`config.mk`:
```
export PLATFORM = sky130hd
export DESIGN_NAME = fdd_dor_top
export DESIGN_NICKNAME = d
export VERILOG_FILES = /design/src/rtl/fdd_dor_pkg.sv /design/src/rtl/fdd_dor_rst_sync.sv /design/src/rtl/fdd_dor_reg.sv /design/src/rtl/fdd_dor_decode.sv /design/src/rtl/fdd_dor_gate.sv /design/src/rtl/fdd_dor_top.sv
export SDC_FILE = /design/constraint.sdc
export NUM_CORES = 1
export LEC_CHECK = 0
export BUFFER_PORTS_ARGS = -buffer_cell sky130_fd_sc_hd__buf_2
export CAP_MARGIN = 30
export CORE_ASPECT_RATIO = 1.2
export CORE_UTILIZATION = 41
export CTS_CLUSTER_SIZE = 16
export DETAILED_ROUTE_END_ITERATION = 16
export PLACE_DENSITY_LB_ADDON = 0.25
export SETUP_SLACK_MARGIN = 0.3
export SYNTH_ARGS = -nofsm -noshare
export SYNTH_HDL_FRONTEND = slang
export SYNTH_SLANG_ARGS = --single-unit
```
`constraint.sdc`:
```
create_clock -name clk -period 0.8 [get_ports clk]
set_input_delay 0.16 -clock clk [delete_from_list [all_inputs] [get_ports clk]]
set_output_delay 0.16 -clock clk [all_outputs]
set_load 0.02 [all_outputs]
```
`src/rtl/fdd_dor_pkg.sv`:
```
package fdd_dor_pkg;
  localparam int DATA_W  = 8;
  localparam int NUM_DRV = 4;
  localparam int DRV_W   = $clog2(NUM_DRV);
  localparam int SYNC_STAGES = 2;

  typedef enum logic [1:0] {
    HM_AT  = 2'b00,
    HM_PS2 = 2'b01,
    HM_M30 = 2'b10,
    HM_RSV = 2'b11
  } host_mode_e;

  // Field order is fixed by the host's register layout.
  typedef struct packed {
    logic [NUM_DRV-1:0] motor;
    logic               dma_gate;
    logic               run_n_rst;
    logic [DRV_W-1:0]   drv;
  } dor_t;
endpackage

```
`src/rtl/fdd_dor_rst_sync.sv`:
```
module fdd_dor_rst_sync #(
  parameter int STAGES = fdd_dor_pkg::SYNC_STAGES
) (
  input  logic clk,
  input  logic rst_n,
  output logic rst_sync_n
);
  logic [STAGES-1:0] chain_q;

  always_ff @(posedge clk or negedge rst_n) begin
    if (!rst_n) chain_q <= '0;
    else        chain_q <= {chain_q[STAGES-2:0], 1'b1};
  end

  assign rst_sync_n = chain_q[STAGES-1];
endmodule

```
`src/rtl/fdd_dor_reg.sv`:
```
module fdd_dor_reg
  import fdd_dor_pkg::*;
(
  input  logic              clk,
  input  logic              rst_n,
  input  logic              wr_en,
  input  logic [DATA_W-1:0] wr_data,
  output dor_t              dor_q,
  output dor_t              dor_d
);
  always_comb begin
    dor_d = dor_q;
    if (wr_en) dor_d = dor_t'(wr_data);
  end

  always_ff @(posedge clk or negedge rst_n) begin
    if (!rst_n)     dor_q <= '0;
    else if (wr_en) dor_q <= dor_d;
  end
endmodule

```
`src/rtl/fdd_dor_decode.sv`:
```
module fdd_dor_decode
  import fdd_dor_pkg::*;
(
  input  dor_t               dor,
  input  logic               swap_en,
  input  logic               ext_decode,
  output logic [NUM_DRV-1:0] sel_n,
  output logic [NUM_DRV-1:0] mtr_n
);
  logic [NUM_DRV-1:0] log_sel;
  logic [NUM_DRV-1:0] phy_sel;
  logic [NUM_DRV-1:0] phy_mtr;
  logic [DRV_W-1:0]   ext_code;

  // Logical select: chosen drive, gated by its own motor bit.
  genvar gi;
  generate
    for (gi = 0; gi < NUM_DRV; gi++) begin : g_lsel
      assign log_sel[gi] = (dor.drv == DRV_W'(gi)) && dor.motor[gi];
    end
  endgenerate

  // Swap is a permutation of drives 0 and 1, applied to selects and motors alike.
  always_comb begin
    for (int p = 0; p < NUM_DRV; p++) begin
      if (swap_en && p < 2) begin
        phy_sel[p] = log_sel[p ^ 1];
        phy_mtr[p] = dor.motor[p ^ 1];
      end else begin
        phy_sel[p] = log_sel[p];
        phy_mtr[p] = dor.motor[p];
      end
    end
  end

  always_comb begin
    ext_code = dor.drv;
    if (swap_en && !dor.drv[DRV_W-1]) ext_code[0] = ~dor.drv[0];
  end

  always_comb begin
    if (ext_decode) begin
      sel_n = '1;
      sel_n[DRV_W-1:0] = ext_code;
      mtr_n = '1;
      mtr_n[0] = ~dor.motor[dor.drv];
    end else begin
      sel_n = ~phy_sel;
      mtr_n = ~phy_mtr;
    end
  end
endmodule

```
`src/rtl/fdd_dor_gate.sv`:
```
module fdd_dor_gate
  import fdd_dor_pkg::*;
(
  input  logic [1:0] host_mode,
  input  logic       dma_gate,
  output logic       dma_en,
  output logic       irq_en
);
  always_comb begin
    if (host_mode_e'(host_mode) == HM_PS2) begin
      dma_en = 1'b1;
      irq_en = 1'b1;
    end else begin
      dma_en = dma_gate;
      irq_en = dma_gate;
    end
  end
endmodule

```
`src/rtl/fdd_dor_top.sv`:
```
module fdd_dor_top
  import fdd_dor_pkg::*;
(
  input  logic               clk,
  input  logic               rst_n,
  input  logic               wr_en,
  input  logic [DATA_W-1:0]  wr_data,
  input  logic [1:0]         host_mode,
  input  logic               swap_en,
  input  logic               ext_decode,
  output logic [DATA_W-1:0]  rd_data,
  output logic [NUM_DRV-1:0] sel_n,
  output logic [NUM_DRV-1:0] mtr_n,
  output logic               core_rst,
  output logic               dma_io_en,
  output logic               irq_drv_en
);
  logic               rst_q_n;
  dor_t               dor_q;
  dor_t               dor_d;
  logic [NUM_DRV-1:0] sel_n_d;
  logic [NUM_DRV-1:0] mtr_n_d;
  logic               dma_d;
  logic               irq_d;

  fdd_dor_rst_sync u_rst (
    .clk        (clk),
    .rst_n      (rst_n),
    .rst_sync_n (rst_q_n)
  );

  fdd_dor_reg u_reg (
    .clk     (clk),
    .rst_n   (rst_q_n),
    .wr_en   (wr_en),
    .wr_data (wr_data),
    .dor_q   (dor_q),
    .dor_d   (dor_d)
  );

  // Decode works on the next register value so the pins settle with the register.
  fdd_dor_decode u_dec (
    .dor        (dor_d),
    .swap_en    (swap_en),
    .ext_decode (ext_decode),
    .sel_n      (sel_n_d),
    .mtr_n      (mtr_n_d)
  );

  fdd_dor_gate u_gate (
    .host_mode (host_mode),
    .dma_gate  (dor_d.dma_gate),
    .dma_en    (dma_d),
    .irq_en    (irq_d)
  );

  always_ff @(posedge clk or negedge rst_q_n) begin
    if (!rst_q_n) begin
      sel_n      <= '1;
      mtr_n      <= '1;
      core_rst   <= 1'b1;
      dma_io_en  <= 1'b0;
      irq_drv_en <= 1'b0;
    end else begin
      sel_n      <= sel_n_d;
      mtr_n      <= mtr_n_d;
      core_rst   <= ~dor_d.run_n_rst;
      dma_io_en  <= dma_d;
      irq_drv_en <= irq_d;
    end
  end

  assign rd_data = dor_q;
endmodule

```
# Word-level counts from Yosys, hierarchy flattened
# Cells that the tools add are included.
# op_classes
n_lt_le_gt_ge	1
n_eq_ne	4
n_mux	11
bitwise_logic	5
n_reduce_logical	7
# ops
operator	n
2-to-1 mux 4 bit	2
2-to-1 mux 8 bit	1
inverter 4 bit	2
2-to-1 mux 1 bit	7
logical AND 1 bit	5
equality test 2 x 1 -> 1 bit (second input constant)	2
equality test 2 bit (second input constant)	2
less-than comparator 2 x 3 -> 1 bit (second input constant)	1
inverter 1 bit	3
binary-select mux 1 bit (select 2 bit)	1
zero test 2 bit	1
zero test 1 bit	1
# word_totals
ff_bits	20
inputBits	15
output_inout_bits	19
elab_cells	37

# Longest topological paths before layout
# Gate-level depths: netlist (run 1).
# depth
word_depth	6
depth_mapped	6
ltp_nobuf	5

# Cells and area by module
# From an unflattened synthesis (run 1), not the netlist that was laid out.
# unflattened
cells_unflattened	69
area_unflattened_um2	979.7
# by_module_without_submodules
module	n_inst	cells_each	area_per_inst_um2	seq_area_each_um2
fdd_dor_reg	1	26	449.2	200.2
fdd_dor_top	1	12	290.3	286.5
fdd_dor_decode	1	25	167.7	0.0
fdd_dor_rst_sync	1	3	53.8	50.0
fdd_dor_gate	1	3	18.8	0.0

# Worst setup path before layout (run 1)
# OpenSTA, ideal clock, no wires.
# synth_path
path_type	register -> register
start	register, netlist name u_reg.dor_q[1]
end	register mtr_n[0]
t_arrival_ps	1328
required_time_ps	720
path_slack_ps	-607
path_stages_with_launch	5
n_path_buf	0
synth_period_minus_slack_ps	1407
cell_sequence	dfrtp_1 > mux2i_4 > mux4_2 > nand2_1 > o21ai_1
# synth_via
elab_chain_cells	5
# synth_lines
element	line	rtl
2-to-1 mux 8 bit	fdd_dor_reg.sv:13	if (wr_en) dor_d = dor_t'(wr_data);
binary-select mux 1 bit (select 2 bit)	fdd_dor_decode.sv:46	mtr_n[0] = ~dor.motor[dor.drv];
2-to-1 mux 1 bit (not written as such)	fdd_dor_decode.sv:46	
inverter 1 bit	fdd_dor_decode.sv:46	
2-to-1 mux 4 bit	fdd_dor_decode.sv:42	if (ext_decode) begin
named net mtr_n_d[0]	fdd_dor_top.sv:22	logic [NUM_DRV-1:0] mtr_n_d;
end signal, assigned	fdd_dor_top.sv:66	mtr_n <= mtr_n_d;
end, declared	fdd_dor_top.sv:13	output logic [NUM_DRV-1:0] mtr_n,
# The timed path passes the listed nets, and every way through them passes these cells. The select of a mux whose other input is x is not followed.
# A chain may end at the register's enable or synchronous reset.

# Worst setup path in the final report (run 1)
# layout_path
start	register, netlist name u_reg.dor_q[1]
end	register sel_n[3]
# layout_via
elab_chain_cells	5
# layout_lines
element	line	rtl
2-to-1 mux 8 bit	fdd_dor_reg.sv:13	
equality test 2 bit	fdd_dor_decode.sv:19	assign log_sel[gi] = (dor.drv == DRV_W'(gi)) && dor.motor[gi];
logical AND 1 bit	fdd_dor_decode.sv:19	
inverter 4 bit	fdd_dor_decode.sv:48	sel_n = ~phy_sel;
2-to-1 mux 4 bit	fdd_dor_decode.sv:42	
named net sel_n_d[3]	fdd_dor_top.sv:21	logic [NUM_DRV-1:0] sel_n_d;
end signal, assigned	fdd_dor_top.sv:65	sel_n <= sel_n_d;
end, declared	fdd_dor_top.sv:12	output logic [NUM_DRV-1:0] sel_n,
# The timed path passes the listed nets, and every way through them passes these cells.

==> results of run 1 <==
==> cell families (layout without fill, tap and decap cells) <==
kind of cell    count (synthesis)  after routing  share of synthesized area (%)
mux                            10             10                           16.3
flops                          20             20                           62.9
buf+inv                        12             64                           7.38
other cells                     1              1                          0.461
simple gates                   10             10                           6.15
compound gates                  7              7                           6.77
==> cells in the final DEF (no fill, tap or decap), drive strengths merged <==
master / instances
mux2: 3
a211o: 1
conb: 1
o21ai: 1
dlygate4sd3: 1
buf: 51
a32oi: 1
or4: 2
or2: 1
o211ai: 1
nand2: 3
nand2b: 1
o31ai: 1
mux2i: 6
clkbuf: 4
inv: 8
dfrtp: 11
dfstp: 9
a221o: 1
mux4: 1
a21o: 1
nor2: 3
==> per-stage QoR <==
| stage | total power, uW | utilization (%) | instance area, um^2 | setup WS (ns) |
|---|---|---|---|---|
| final | 2560 | 74.6 | 1380 | -0.517 |
| after global routing | 2690 | 74.6 | 1380 | -0.552 |
| after CTS | 2540 | 71.8 | 1330 | -0.503 |
| after detailed placement | 1790 | 61.0 | 1130 | -0.540 |
| after global placement | 1770 | 61.0 | 1130 | -0.509 |
| after floorplan | 1550 | - | 858 | -0.571 |
==> worst max-delay path, delay by kind of cell, from the launching register on <==
family | cells | cell delay (ns)
mux | 1 | 0.08
simple gates | 1 | 0.50
flops | 1 | 0.40
buf+inv | 2 | 0.27
==> worst max-delay path by stage <==
stage | slack [ns] | depth (start not counted) | end
floorplan | -0.57 | 4 | mtr_n[0]
global placement | -0.51 | 5 | mtr_n[0]
detailed placement | -0.54 | 5 | mtr_n[0]
CTS | -0.50 | 5 | mtr_n[0]
global route | -0.55 | 4 | mtr_n[0]
finish | -0.52 | 4 | sel_n[3]
==> state kept, by name, indices dropped and copies added (netlist names) <==
register       flops
core_rst           1
irq_drv_en         1
sel_n              4
u_reg.dor_q        8
mtr_n              4
u_rst.chain_q      2
==> repair_timing <==
action | CTS | global route
setup buffers | 3 | 3
endpoints found under the setup margin | 55 | 41
hold buffers | 1 | 0
endpoints found under the hold margin | 2 | 0
gates resized for setup | 43 | 8
pin swaps | 3 | 6
==> report_power, final <==
part | switching, uW | internal [uW]
logic | 336 | 437
registers | 74.5 | 1140
clock network | 291 | 277
==> layer usage <==
metal / track usage, % / up-vias / routed length, um
met5: 0 / - / 0
li1: - / 304 / -
met4: 7.81 / 0 / 18
met2: 28.3 / 25 / 923
met3: 2.88 / 4 / 89
met1: 22.2 / 308 / 738
==> final cells by class <==
cell class / instances / area (um^2)
flip-flops and latches: 20 / 527
inverters: 8 / 30.0
multi-input cells: 28 / 297
clock buffers: 4 / 36.3
repair buffers: 52 / 468
fillers: 130 / 469
well taps: 19 / 23.8
==> reports/qor.yml, run 1 <==
worst_setup_path:
  slowest_delay_ns: 0.50
  endpoint_kind: "flop"
  path_max_fanout: 6
  r2r-start: "u_reg.dor_q[1]"
  crit_slowest_cell: "or4_1"
  crit_path_start_kind: "flop"
  required_ns: 1.01
  crit_type: "reg -> reg"
  critPathArrivalTime_ns: 1.53
  r2r-end: "sel_n[3]"
  cp_cell_sequence: "mux2i_4 -> buf_4 -> buf_6 -> or4_1"
  crit_start: "u_reg.dor_q[1]"
  rrSetupSlack_ns: -0.52
  rr_worst_depth: 4
power_and_ir_drop:
  p_leak_uw: 0.000646
  p_per_area_mw_per_mm2: 1850
  vdd_drop_max_uv: 1450
detailed_routing:
  wl_per_cell_um: 13.5
  antenna_left: 0
  drc: 0
  drt_wl_total_mm: 1.77
  drtIter0Drc: 7
  viasPerCell: 4.89
  drtPass1Iterations: 4
  via_count: 641
die:
  die_h_um: 50.8
  initial_core_util_pct: 43.9
  io-pin-count: 34
  die_area_mm2: 0.00217
  core-area_mm2: 0.00185
  die_x_um: 42.7
  rows: 17
yosys:
  synth_seq_cells: 20
  yosysTopAreaCellShare_pct: 33.8
  yosysUniqueCellTypes: 25
  synth_nets: 75
  yosys.area.top_type: "dfrtp_1"
  ys_seq_area_share_pct: 62.9
  yosys_warnings: 0
  netlist_top_cells_area: "dfrtp_1, dfstp_2, mux2i_1, inv_1, mux2_2"
  netlist_instances: 60
  avgSynthCellArea_um2: 13.6
  ys_top_cells_by_count: "dfrtp_1, dfstp_2, inv_1"
  ys.flop_type: "dfrtp_1"
  synth.most_common_cell: "dfrtp_1"
  async_flop_share_pct: 100
  synth-edff-count: 0
  synth_area_um2: 813
clocking:
  clkTransAtPathRegs_ns: 0.10
  clk_latency_ns: 0.29
  clockRootBuffer: "clkbuf_4"
  htreeDepth: 1
  cts_buffer_depth: 2
  numCtsBuffers: 3
  clkSinkCount: 20
  tritoncts: "yes"
sta:
  min_period_over_period_pct: 165
  finClkSkew_ns: 0.00537
  setup_ws_ns: -0.517
  holdWs_ns: 0.0728
  max_freq_mhz: 760
  rsz0062_at_grt: "yes"
  tns_ns: -8.74
  slew_viol_final: 0
  finalSetupViolCount: 34
  finalHoldViolations: 0
  min_period_ns: 1.32
run_status:
  failed_checks: "setup timing"
  status: "finished with violations"
finish:
  fin_cells: 131
  drive_gt1_share_pct: 80.4
  syn_to_final_growth_pct: 69.8
  n_antenna_cell: 0
  num-nets-final: 128
global_routing:
  grt_pass1_vias: 644
  grt_first_pass_wirelength_mm: 2.73
  grt.total_usage_pct: 17.3
  grt.overflow.total: 0
  grt_start_max_net_pins: 19
  antenna_found_initial: 0
place:
  dpl.cell_count: 120
  gp_congestion: 0.834
  hpwl_mm: 1.19
  io_buffers: 33
worst_hold_path:
  hold_class: "in -> reg"
  hold_start: "host_mode[0]"
  min_to: "irq_drv_en"
  hold_depth: 2
flow_run:
  cap_violations: 0
Power figures use the tool's default switching activity.
==> run 2, diff against run 1 <==
--- a/config.mk
+++ b/config.mk
@@ -7,11 +7,11 @@
 export LEC_CHECK = 0
 export BUFFER_PORTS_ARGS = -buffer_cell sky130_fd_sc_hd__buf_2
 export CAP_MARGIN = 30
-export CORE_ASPECT_RATIO = 1.2
 export CORE_UTILIZATION = 41
 export CTS_CLUSTER_SIZE = 16
 export DETAILED_ROUTE_END_ITERATION = 16
 export PLACE_DENSITY_LB_ADDON = 0.25
+export REMOVE_ABC_BUFFERS = 1
 export SETUP_SLACK_MARGIN = 0.3
 export SYNTH_ARGS = -nofsm -noshare
 export SYNTH_HDL_FRONTEND = slang
==> run 2 against run 1 <==
The flow still finishes with violations (setup timing). Combinational power up 0.8%. Non-clock buffer count increased by 2. Largest cell class unchanged. Sequential power barely moved. Hold slack got worse by 0.020 ns. Sequential share of layout area decreased by 0.33 points. Cell area fell by 2.0%. Via count fell by 0.31%. Count of clock-buffer cells in the layout unchanged.
==> reports/qor.yml, run 2 (synthesis gave the netlist of run 1 again) <==
global_routing:
  grt.total_usage_pct: 19.9
  grt.overflow.total: 0
  grt_use_met3_pct: 3.53
  grt_start_max_net_pins: 19
  grt-busiest-layer: "met2"
  grtUsageMet1_pct: 20.6
  grt_pass1_vias: 634
  use_met2_pct: 36.1
  grt_first_pass_wirelength_mm: 2.75
  antenna_found_initial: 0
finish:
  mostFrequentLayoutCells: "buf_6, buf_2, buf_4"
  n_antenna_cell: 0
  largest_register: "u_reg.dor_q"
  layout_commonest_cell: "buf_6"
  top_regs: "u_reg.dor_q (8), mtr_n (4), sel_n (4)"
  fillCellCount: 114
  syn_to_final_growth_pct: 66.5
  drive_gt1_share_pct: 69.3
  num-nets-final: 130
  seq_area_um2: 512
  multi_input_area_um2: 272
  fin_cells: 139
  largest_register_ffs: 8
  utilization_pct: 75.9
power_and_ir_drop:
  p_switching_uw: 693
  seq_power_share_pct: 48.7
  p_leak_uw: 0.000660
  p_per_area_mw_per_mm2: 1820
  swShare_pct: 28.2
  internal_power_uw: 1770
  power_frac_comb_pct: 31.7
  clkPwrFrac_pct: 19.7
  vdd_drop_max_uv: 1270
worst_setup_path:
  crit_slowest_cell: "mux4_2"
  required_ns: 1.04
  cp_cell_sequence: "mux2i_4 -> mux4_2 -> nand2_1 -> o21ai_1"
  slowest_delay_ns: 0.52
  crit_type: "reg -> reg"
  endpoint_kind: "flop"
  critPathArrivalTime_ns: 1.55
  path_max_fanout: 2
  crit_path_start_kind: "flop"
sta:
  finClkSkew_ns: 0.00340
  setup_ws_ns: -0.514
  finalSetupViolCount: 33
  min_period_ns: 1.31
  min_period_over_period_pct: 164
  finalHoldViolations: 0
  max_freq_mhz: 761
  rsz0062_at_grt: "yes"
  slew_viol_final: 0
  tns_ns: -8.94
detailed_routing:
  via_count: 639
  drtPass1Iterations: 4
  drt_wl_total_mm: 1.83
  viasPerCell: 4.60
  drc: 0
  wl_per_cell_um: 13.2
  drtIter0Drc: 7
  antenna_left: 0
place:
  io_buffers: 33
  gp_congestion: 0.758
  dpl.cell_count: 130
  hpwl_mm: 1.10
flow_run:
  cap_violations: 0
clocking:
  htreeDepth: 1
  clk_latency_ns: 0.30
  clockRootBuffer: "clkbuf_4"
  cts_buffer_depth: 2
  clkSinkCount: 20
  tritoncts: "yes"
  numCtsBuffers: 3
  clkTransAtPathRegs_ns: 0.10
die:
  initial_core_util_pct: 45.6
  rows: 15
  io-pin-count: 34
  die_h_um: 46.5
  core-area_mm2: 0.00178
  die_x_um: 46.5
  die_area_mm2: 0.00217
worst_hold_path:
  hold_class: "in -> reg"
run_status:
  status: "finished with violations"
  failed_checks: "setup timing"
## run 2: changes by cell type in the layout (fill, tap and decap cells not counted), sizes merged
cell	change
buf	+2
## run 2: final cells by class
class / instances / area share [%]
tap: 25 / 2.31
multi-input combinational: 28 / 20.1
timing repair buffer: 54 / 35.7
sequential: 20 / 37.8
inverter: 8 / 2.22
clock buffer: 4 / 1.94
## run 2: timing repair
action | 4_1_cts | 5_1_grt
buffers inserted | 2 | 2
hold endpoints to repair | 2 | 0
hold buffers | 1 | 0
pin swaps | 1 | 0
setup endpoints to repair | 37 | 42
resized for setup | 45 | 9
## run 2: routing by layer
layer / wire length (um) / vias to the layer above
met5: 0 / -
met4: 48 / 0
met3: 62 / 4
met2: 1000 / 20
met1: 715 / 308
li1: - / 307
## run 2: final timing paths
kind	cells after the start	end	startpoint	slack [ns]
worst min register to register	1	u_reg.dor_q[3]	u_rst.chain_q[1]	0.19
max in group asynchronous	1	sel_n[1]	u_rst.chain_q[1]	0.38
worst max register to register	4	mtr_n[0]	u_reg.dor_q[1]	-0.51
min in group asynchronous	2	u_rst.chain_q[0]	rst_n	0.16
worst max-delay path	4	mtr_n[0]	u_reg.dor_q[1]	-0.51
worst min-delay path	2	irq_drv_en	host_mode[0]	0.05
## run 2: worst max-delay path, delay by kind of cell, from the launching register on
kind             cells  cell delay (ns)
flip-flops           1             0.42
multiplexers         2             0.70
AND/OR/NAND/NOR      1             0.08
AO/OA/AOI/OAI        1             0.06
## run 2: power groups by stage
stage	logic, uW	registers (uW)	clock network [uW]
2_1_floorplan	157	1320	0
3_5_place_dp	572	1180	0
3_3_place_gp	563	1180	0
6_report	779	1200	484
5_1_grt	833	1210	530
4_1_cts	727	1190	505
## run 2: per-stage QoR
stage | power, uW | worst slack (ns) | instance area, um^2 | hold WS (ns)
2_1_floorplan | 1480 | -0.607 | 783 | -0.136
5_1_grt | 2570 | -0.561 | 1350 | 0.0594
3_3_place_gp | 1750 | -0.511 | 1110 | -0.0557
4_1_cts | 2420 | -0.514 | 1300 | 0.0466
3_5_place_dp | 1750 | -0.575 | 1110 | -0.0530
6_report | 2460 | -0.514 | 1350 | 0.0531
